<file path="src/rtl/sgw_pkg.sv">
// sgw_pkg: shared constants and types for the descriptor table walker.
// Assumes a fixed 64-bit descriptor with the field positions below.
package sgw_pkg;
    localparam int ADDR_W  = 32;
    localparam int DESC_W  = 64;
    localparam int ALIGN_B = 3;
    localparam int CNT_LO  = 35;
    localparam int CNT_HI  = 47;
    localparam int CNT_W   = CNT_HI - CNT_LO + 1;
    localparam int LEN_W   = CNT_W + ALIGN_B + 1;
    localparam int EOT_POS = 63;
    localparam int STRIDE  = 1 << ALIGN_B;

    typedef enum logic [1:0] {ST_IDLE, ST_FETCH, ST_XFER} walk_st_t;

    typedef struct packed {
        logic              last;
        logic [ADDR_W-1:0] addr;
        logic [LEN_W-1:0]  len;
    } region_t;
endpackage

</file>
<file path="src/rtl/sgw_decode.sv">
// sgw_decode: combinational decode of one descriptor into a region.
// Assumes reserved bits carry no meaning; a zero count means the largest size.
module sgw_decode
    import sgw_pkg::*;
(
    input  logic [DESC_W-1:0] desc_i,
    output region_t           region_o
);
    logic [CNT_W-1:0] cnt;

    // Pull out the count field and build the aligned address, length and last flag.
    always_comb begin
        cnt             = desc_i[CNT_HI:CNT_LO];
        region_o.last   = desc_i[EOT_POS];
        region_o.addr   = {desc_i[ADDR_W-1:ALIGN_B], {ALIGN_B{1'b0}}};
        region_o.len    = (cnt == '0) ? {1'b1, {(LEN_W-1){1'b0}}}
                                      : {1'b0, cnt, {ALIGN_B{1'b0}}};
    end
endmodule

</file>
<file path="src/rtl/sgw_seq.sv">
// sgw_seq: walk state machine. It reads one descriptor, issues one transfer,
// waits for completion, then moves to the next entry or stops.
// Assumes mem_rvalid and xfer_done are single-cycle pulses answering a held request.
module sgw_seq
    import sgw_pkg::*;
(
    input  logic              clk,
    input  logic              rst_n,
    input  logic              start_i,
    input  logic              stop_i,
    input  logic [ADDR_W-1:0] base_i,
    input  logic              mem_rvalid_i,
    input  region_t           region_i,
    input  logic              xfer_done_i,
    output logic              mem_req_o,
    output logic [ADDR_W-1:0] mem_addr_o,
    output logic              xfer_req_o,
    output logic [ADDR_W-1:0] xfer_addr_o,
    output logic [LEN_W-1:0]  xfer_len_o,
    output logic              busy_o,
    output logic              start_ok_o,
    output logic              start_bad_o,
    output logic              table_end_o
);
    walk_st_t          state;
    logic [ADDR_W-1:0] ptr;
    logic              stop_q;
    region_t           cur;
    logic              abort;
    logic              base_ok;

    // Abort request seen now or earlier in this walk; base alignment test.
    always_comb begin
        abort   = stop_q | stop_i;
        base_ok = (base_i[ALIGN_B-1:0] == '0);
    end

    // State, read pointer, pending stop and latched region.
    always_ff @(posedge clk) begin
        if (!rst_n) begin
            state  <= ST_IDLE;
            ptr    <= '0;
            stop_q <= 1'b0;
            cur    <= '0;
        end else begin
            case (state)
                ST_IDLE: begin
                    if (start_i && base_ok) begin
                        ptr    <= base_i;
                        stop_q <= 1'b0;
                        state  <= ST_FETCH;
                    end
                end
                ST_FETCH: begin
                    if (stop_i) stop_q <= 1'b1;
                    if (mem_rvalid_i) begin
                        if (abort) begin
                            stop_q <= 1'b0;
                            state  <= ST_IDLE;
                        end else begin
                            cur   <= region_i;
                            state <= ST_XFER;
                        end
                    end
                end
                ST_XFER: begin
                    if (stop_i) stop_q <= 1'b1;
                    if (xfer_done_i) begin
                        if (cur.last || abort) begin
                            stop_q <= 1'b0;
                            state  <= ST_IDLE;
                        end else begin
                            ptr   <= ptr + ADDR_W'(STRIDE);
                            state <= ST_FETCH;
                        end
                    end
                end
                default: state <= ST_IDLE;
            endcase
        end
    end

    // Drive the handshakes and the start/end events from the state.
    always_comb begin
        mem_req_o   = (state == ST_FETCH);
        mem_addr_o  = ptr;
        xfer_req_o  = (state == ST_XFER);
        xfer_addr_o = cur.addr;
        xfer_len_o  = cur.len;
        busy_o      = (state != ST_IDLE);
        start_ok_o  = (state == ST_IDLE) && start_i && base_ok;
        start_bad_o = (state == ST_IDLE) && start_i && !base_ok;
        table_end_o = (state == ST_XFER) && xfer_done_i && cur.last;
    end

    p_addr_hold_r11: assert property (@(posedge clk) disable iff (!rst_n)
        (mem_req_o && !mem_rvalid_i) |=> (mem_req_o && $stable(mem_addr_o)));
    p_one_owner_r8: assert property (@(posedge clk) disable iff (!rst_n)
        !(mem_req_o && xfer_req_o));
    p_xfer_hold_r8: assert property (@(posedge clk) disable iff (!rst_n)
        (xfer_req_o && !xfer_done_i) |=> (xfer_req_o && $stable(xfer_addr_o) && $stable(xfer_len_o)));
    p_stride_r2: assert property (@(posedge clk) disable iff (!rst_n)
        (xfer_req_o && xfer_done_i && !cur.last && !abort)
        |=> (mem_req_o && mem_addr_o == $past(mem_addr_o) + ADDR_W'(STRIDE)));
    p_len_range_r5: assert property (@(posedge clk) disable iff (!rst_n)
        xfer_req_o |-> (xfer_len_o != '0 && xfer_len_o[ALIGN_B-1:0] == '0));
    p_bad_base_r7: assert property (@(posedge clk) disable iff (!rst_n)
        start_bad_o |=> !busy_o);
    p_abort_r10: assert property (@(posedge clk) disable iff (!rst_n)
        (mem_req_o && mem_rvalid_i && abort) |=> (!busy_o && !xfer_req_o));
endmodule

</file>
<file path="src/rtl/sgw_status.sv">
// sgw_status: completion pulse, sticky interrupt and alignment error bit.
// Assumes start_ok and start_bad are never high together.
module sgw_status (
    input  logic clk,
    input  logic rst_n,
    input  logic start_ok_i,
    input  logic start_bad_i,
    input  logic table_end_i,
    input  logic irq_clr_i,
    output logic done_o,
    output logic irq_o,
    output logic align_err_o
);
    // Registers the status bits; a completion beats a clear.
    always_ff @(posedge clk) begin
        if (!rst_n) begin
            done_o      <= 1'b0;
            irq_o       <= 1'b0;
            align_err_o <= 1'b0;
        end else begin
            done_o <= table_end_i;
            if (table_end_i)    irq_o <= 1'b1;
            else if (irq_clr_i) irq_o <= 1'b0;
            if (start_bad_i)     align_err_o <= 1'b1;
            else if (start_ok_i) align_err_o <= 1'b0;
        end
    end

    p_done_irq_r6: assert property (@(posedge clk) disable iff (!rst_n)
        done_o |-> irq_o);
    p_done_single_r6: assert property (@(posedge clk) disable iff (!rst_n)
        done_o |=> !done_o);
    p_align_set_r7: assert property (@(posedge clk) disable iff (!rst_n)
        start_bad_i |=> align_err_o);
endmodule

</file>
<file path="src/rtl/sg_walker.sv">
// sg_walker: top of the descriptor table walker. It holds the base register
// and connects the decoder, the sequencer and the status block.
// Assumes software prepares the table before pulsing start.
module sg_walker
    import sgw_pkg::*;
(
    input  logic              clk,
    input  logic              rst_n,
    input  logic              base_we,
    input  logic [ADDR_W-1:0] base_wdata,
    input  logic              start,
    input  logic              stop,
    input  logic              irq_clr,
    output logic              mem_req,
    output logic [ADDR_W-1:0] mem_addr,
    input  logic              mem_rvalid,
    input  logic [DESC_W-1:0] mem_rdata,
    output logic              xfer_req,
    output logic [ADDR_W-1:0] xfer_addr,
    output logic [LEN_W-1:0]  xfer_len,
    input  logic              xfer_done,
    output logic              busy,
    output logic              done,
    output logic              irq,
    output logic              align_err
);
    logic [ADDR_W-1:0] base_q;
    region_t           region;
    logic              start_ok, start_bad, table_end;

    // Software-written table base register.
    always_ff @(posedge clk) begin
        if (!rst_n)       base_q <= '0;
        else if (base_we) base_q <= base_wdata;
    end

    sgw_decode u_dec (
        .desc_i   (mem_rdata),
        .region_o (region)
    );

    sgw_seq u_seq (
        .clk          (clk),
        .rst_n        (rst_n),
        .start_i      (start),
        .stop_i       (stop),
        .base_i       (base_q),
        .mem_rvalid_i (mem_rvalid),
        .region_i     (region),
        .xfer_done_i  (xfer_done),
        .mem_req_o    (mem_req),
        .mem_addr_o   (mem_addr),
        .xfer_req_o   (xfer_req),
        .xfer_addr_o  (xfer_addr),
        .xfer_len_o   (xfer_len),
        .busy_o       (busy),
        .start_ok_o   (start_ok),
        .start_bad_o  (start_bad),
        .table_end_o  (table_end)
    );

    sgw_status u_stat (
        .clk         (clk),
        .rst_n       (rst_n),
        .start_ok_i  (start_ok),
        .start_bad_i (start_bad),
        .table_end_i (table_end),
        .irq_clr_i   (irq_clr),
        .done_o      (done),
        .irq_o       (irq),
        .align_err_o (align_err)
    );

    p_busy_start_r9: assert property (@(posedge clk) disable iff (!rst_n)
        start_ok |=> busy);
endmodule

</file>
<file path="config.mk">
export PLATFORM = sky130hd
export DESIGN_NAME = sg_walker
export DESIGN_NICKNAME = d
export VERILOG_FILES = /design/src/rtl/sgw_pkg.sv /design/src/rtl/sgw_decode.sv /design/src/rtl/sgw_seq.sv /design/src/rtl/sgw_status.sv /design/src/rtl/sg_walker.sv
export SDC_FILE = /design/constraint.sdc
export NUM_CORES = 1
export LEC_CHECK = 0
export CAP_MARGIN = 20
export CORE_MARGIN = 2
export CORE_UTILIZATION = 65
export CTS_BUF_LIST = sky130_fd_sc_hd__clkbuf_4 sky130_fd_sc_hd__clkbuf_8
export DETAILED_ROUTE_END_ITERATION = 12
export DONT_BUFFER_PORTS = 1
export GPL_TIMING_DRIVEN = 0
export PLACE_DENSITY_LB_ADDON = 0.1
export RECOVER_POWER = 50
export SYNTH_ARGS = -nofsm -noshare
export SYNTH_HDL_FRONTEND = slang
export SYNTH_SLANG_ARGS = --single-unit
</file>
<file path="constraint.sdc">
create_clock -name clk -period 3 [get_ports clk]
set_input_delay 0.75 -clock clk [delete_from_list [all_inputs] [get_ports clk]]
set_output_delay 0.75 -clock clk [all_outputs]
set_load 0.01 [all_outputs]
</file>
==> metrics.cfg <==
[floorplan]
start_util = 0.665
die_y_um = 95.2
die_x_um = 95.2
core_region_area_sq_um = 8130
rows = 33
die-area_sq_um = 9070
io_pins = 191

[yosys]
synth_ff_type = dfxtp_1
netlist_instances = 662
yosysUniqueCellTypes = 58
async_flop_share = 0
avgSynthCellArea_sq_um = 8.17
syn-cell-area_sq_um = 5410
ys_ff_latch = 114
yosys_warnings = 0
synth_edf_count = 0
ys_seq_area_frac = 0.422

[clock_network]
cts_tree = built
cts_buffers = 17
clk_pin_slew_ns = 0.07
cts-htree-levels = 4
clk_latency_ns = 0.43
cts-resized-gates = 0
clock-sinks = 114
cts_root_buf = clkbuf_8
cts_max_path_buffers = 2
cts_hold_buffers = 0
cts_setup_buffers = 0

[cells_and_area]
diodes = 0
final_cells = 804
regArea_sq_um = 2280
post-route-cell-area_sq_um = 5830
multi_input_area_sq_um = 2570
fillers = 708
area_delta_synth_final_pct = 7.82
layout-drive-gt1-share = 0.0815
fin_nets = 796

[placed_design]
dpl-instance-area_sq_um = 5560
port_buffers = 0
globalplace.congestion = 0.914
dp_hpwl_um = 10700
dp.cells = 772

[grt]
gr-usage-all-layers = 0.322
grt_pass1_vias = 4447
grt_pass1_wl_um = 22200
grt_antenna_before_repair = 0
grt_max_degree = 17
grt-ovfl-total = 0

[detailed_routing]
wl_per_cell_um = 18.3
ant_nets = 0
vias = 4792
drt-total-wl_um = 14700
dr.first_iter.drc_count = 378
drc = 0
drt-pass1-iter-count = 6
vias_per_cell = 5.96

[critical_path]
end_kind = register
regToRegStartpoint = u_seq.state[0]
critical_path_required_ns = 3.30
critPathLaunchType = register
crit_fanout = 10
critPathArrivalTime_ns = 3.05
startpoint = u_seq.state[0]
timing_worst_setup_path_type = reg -> reg

[worst_hold_path]
worstHoldPathType = in -> reg
hp-start = mem_rdata[10]

[timing]
final-max-slew-violation-count = 0
min_period_ns = 2.75
finalSetupViolations = 0
fmaxAchievable_mhz = 364
max_slew_margin = 0.450
max_slew.worst_pin.slew_ns = 0.825
hold_viol = 0
finClkSkew_ns = 0.0122
fin_tns_setup_ns = 0
rsz0062_at_grt = no
min_period_over_period = 0.916

[power_and_ir_drop]
vdd_ir_drop_max_mv = 0.420
p_per_area_nw_per_um2 = 707
p_leak_uw = 0.00213

[job]
drv_cap = 0

[status]
status = finished, final reports clean

[area by class of cell]
cell class                      count  area share
Clock inverter                     13      0.0318
Buffer                             89      0.0620
Sequential cell                   114       0.391
Inverter                           13     0.00837
Clock buffer                       19      0.0427
Multi-Input combinational cell    451       0.441
Tap cell                          105      0.0225
[cells by family (layout without fill, tap and decap cells)]
logic type / Yosys count / after routing / synth area share
buffers and inverters: 102 / 134 / 0.106
AND/OR/NAND/NOR: 260 / 260 / 0.232
other: 1 / 6 / 0.000693
multiplexers: 37 / 37 / 0.0685
AO/OA/AOI/OAI: 142 / 142 / 0.158
adder cells (fa/ha/maj): 6 / 6 / 0.0139
flip-flops: 114 / 114 / 0.422
[worst max-delay path, cell delays in order, from the launching register on]
cell,delay [ns]
dfxtp_1,0.40
inv_1,0.10
ha_1,0.33
clkbuf_1,0.31
inv_1,0.13
clkbuf_1,0.42
clkbuf_1,0.54
a21oi_1,0.10
o211ai_1,0.17
o21ai_0,0.10
[power breakdown]
part	internal, uW	total [uW]	switching [uW]	leakage, uW
Clock	923	1570	643	0.000205
Combinational	250	735	485	0.000997
Sequential	1650	1820	175	0.000929
[path summary, 6_finish.rpt]
check | to | slack [ns] | cells past startpoint
worst min-delay path | u_seq.xfer_addr_o[10] | 0.45 | 2
worst max-delay path | u_seq.mem_addr_o[19] | 0.25 | 9
worst max register to register | u_seq.mem_addr_o[19] | 0.25 | 9
worst min register to register | u_seq.xfer_addr_o[29] | 0.45 | 2
[layer usage]
metal  up-vias  track usage  routed length (um)
met5         -            0                   0
met4         0        0.146                 366
met3        36        0.127                1670
met2       265        0.487                6730
met1      2194        0.403                5950
li1       2297            -                   -
[sequential cells by signal (all words and copies together), names as in the netlist]
signal and flops:
u_seq.stop_q 1, base_q 32, u_stat.align_err_o 1, u_stat.irq_o 1
u_stat.done_o 1, u_seq.mem_addr_o 32, u_seq.xfer_len_o 14, u_seq.cur 1
u_seq.xfer_addr_o 29, u_seq.state 2
[synth_stat cells, types with 6 or more instances]
cell | instances | area, sq um
clkbuf_1 | 33 | 124
nor2_1 | 57 | 214
ha_1 | 6 | 75.1
dfxtp_1 | 114 | 2280
mux2i_1 | 37 | 370
nor2b_1 | 8 | 50.1
nor3_1 | 14 | 70.1
inv_1 | 11 | 41.3
nand2_1 | 110 | 413
nand3_1 | 10 | 50.1
a31oi_1 | 6 | 37.5
and2_1 | 6 | 37.5
nor4_1 | 7 | 43.8
o21ai_0 | 23 | 115
buf_4 | 49 | 368
and3_1 | 8 | 50.1
nand4_1 | 16 | 100
a21oi_1 | 72 | 360
[per-stage QoR]
step	setup WS (ns)	hold WS, ns	total power, uW	util
after CTS	0.289	0.438	4140	0.737
after detailed placement	0.313	0.447	2590	0.683
final	0.252	0.449	4120	0.717
after floorplan	0.926	0.432	2370	-
after global placement	0.440	0.440	2560	0.683
after global routing	0.0599	0.434	4300	0.717
[cells in the final DEF (no fill, tap or decap), drive strengths merged, types with 2 or more instances in the layout]
cell	n
dfxtp	114
nand2	110
clkbuf	97
a21oi	72
nor2	57
mux2i	37
o21ai	23
nor3	17
nand4	16
inv	13
nand3	11
buf	11
nor2b	8
and3	8
nor4	8
and2	7
a31oi	6
ha	6
conb	6
or4	5
and4	5
o31a	5
o22ai	5
clkinvlp	5
a211oi	4
bufinv	4
clkinv	4
o211ai	3
o221a	3
nor3b	2
a31o	2
a21o	2
a221o	2
a21boi	2
a22oi	2
or2	2
nand2b	2
No activity file was read; power rests on OpenSTA's default activity.
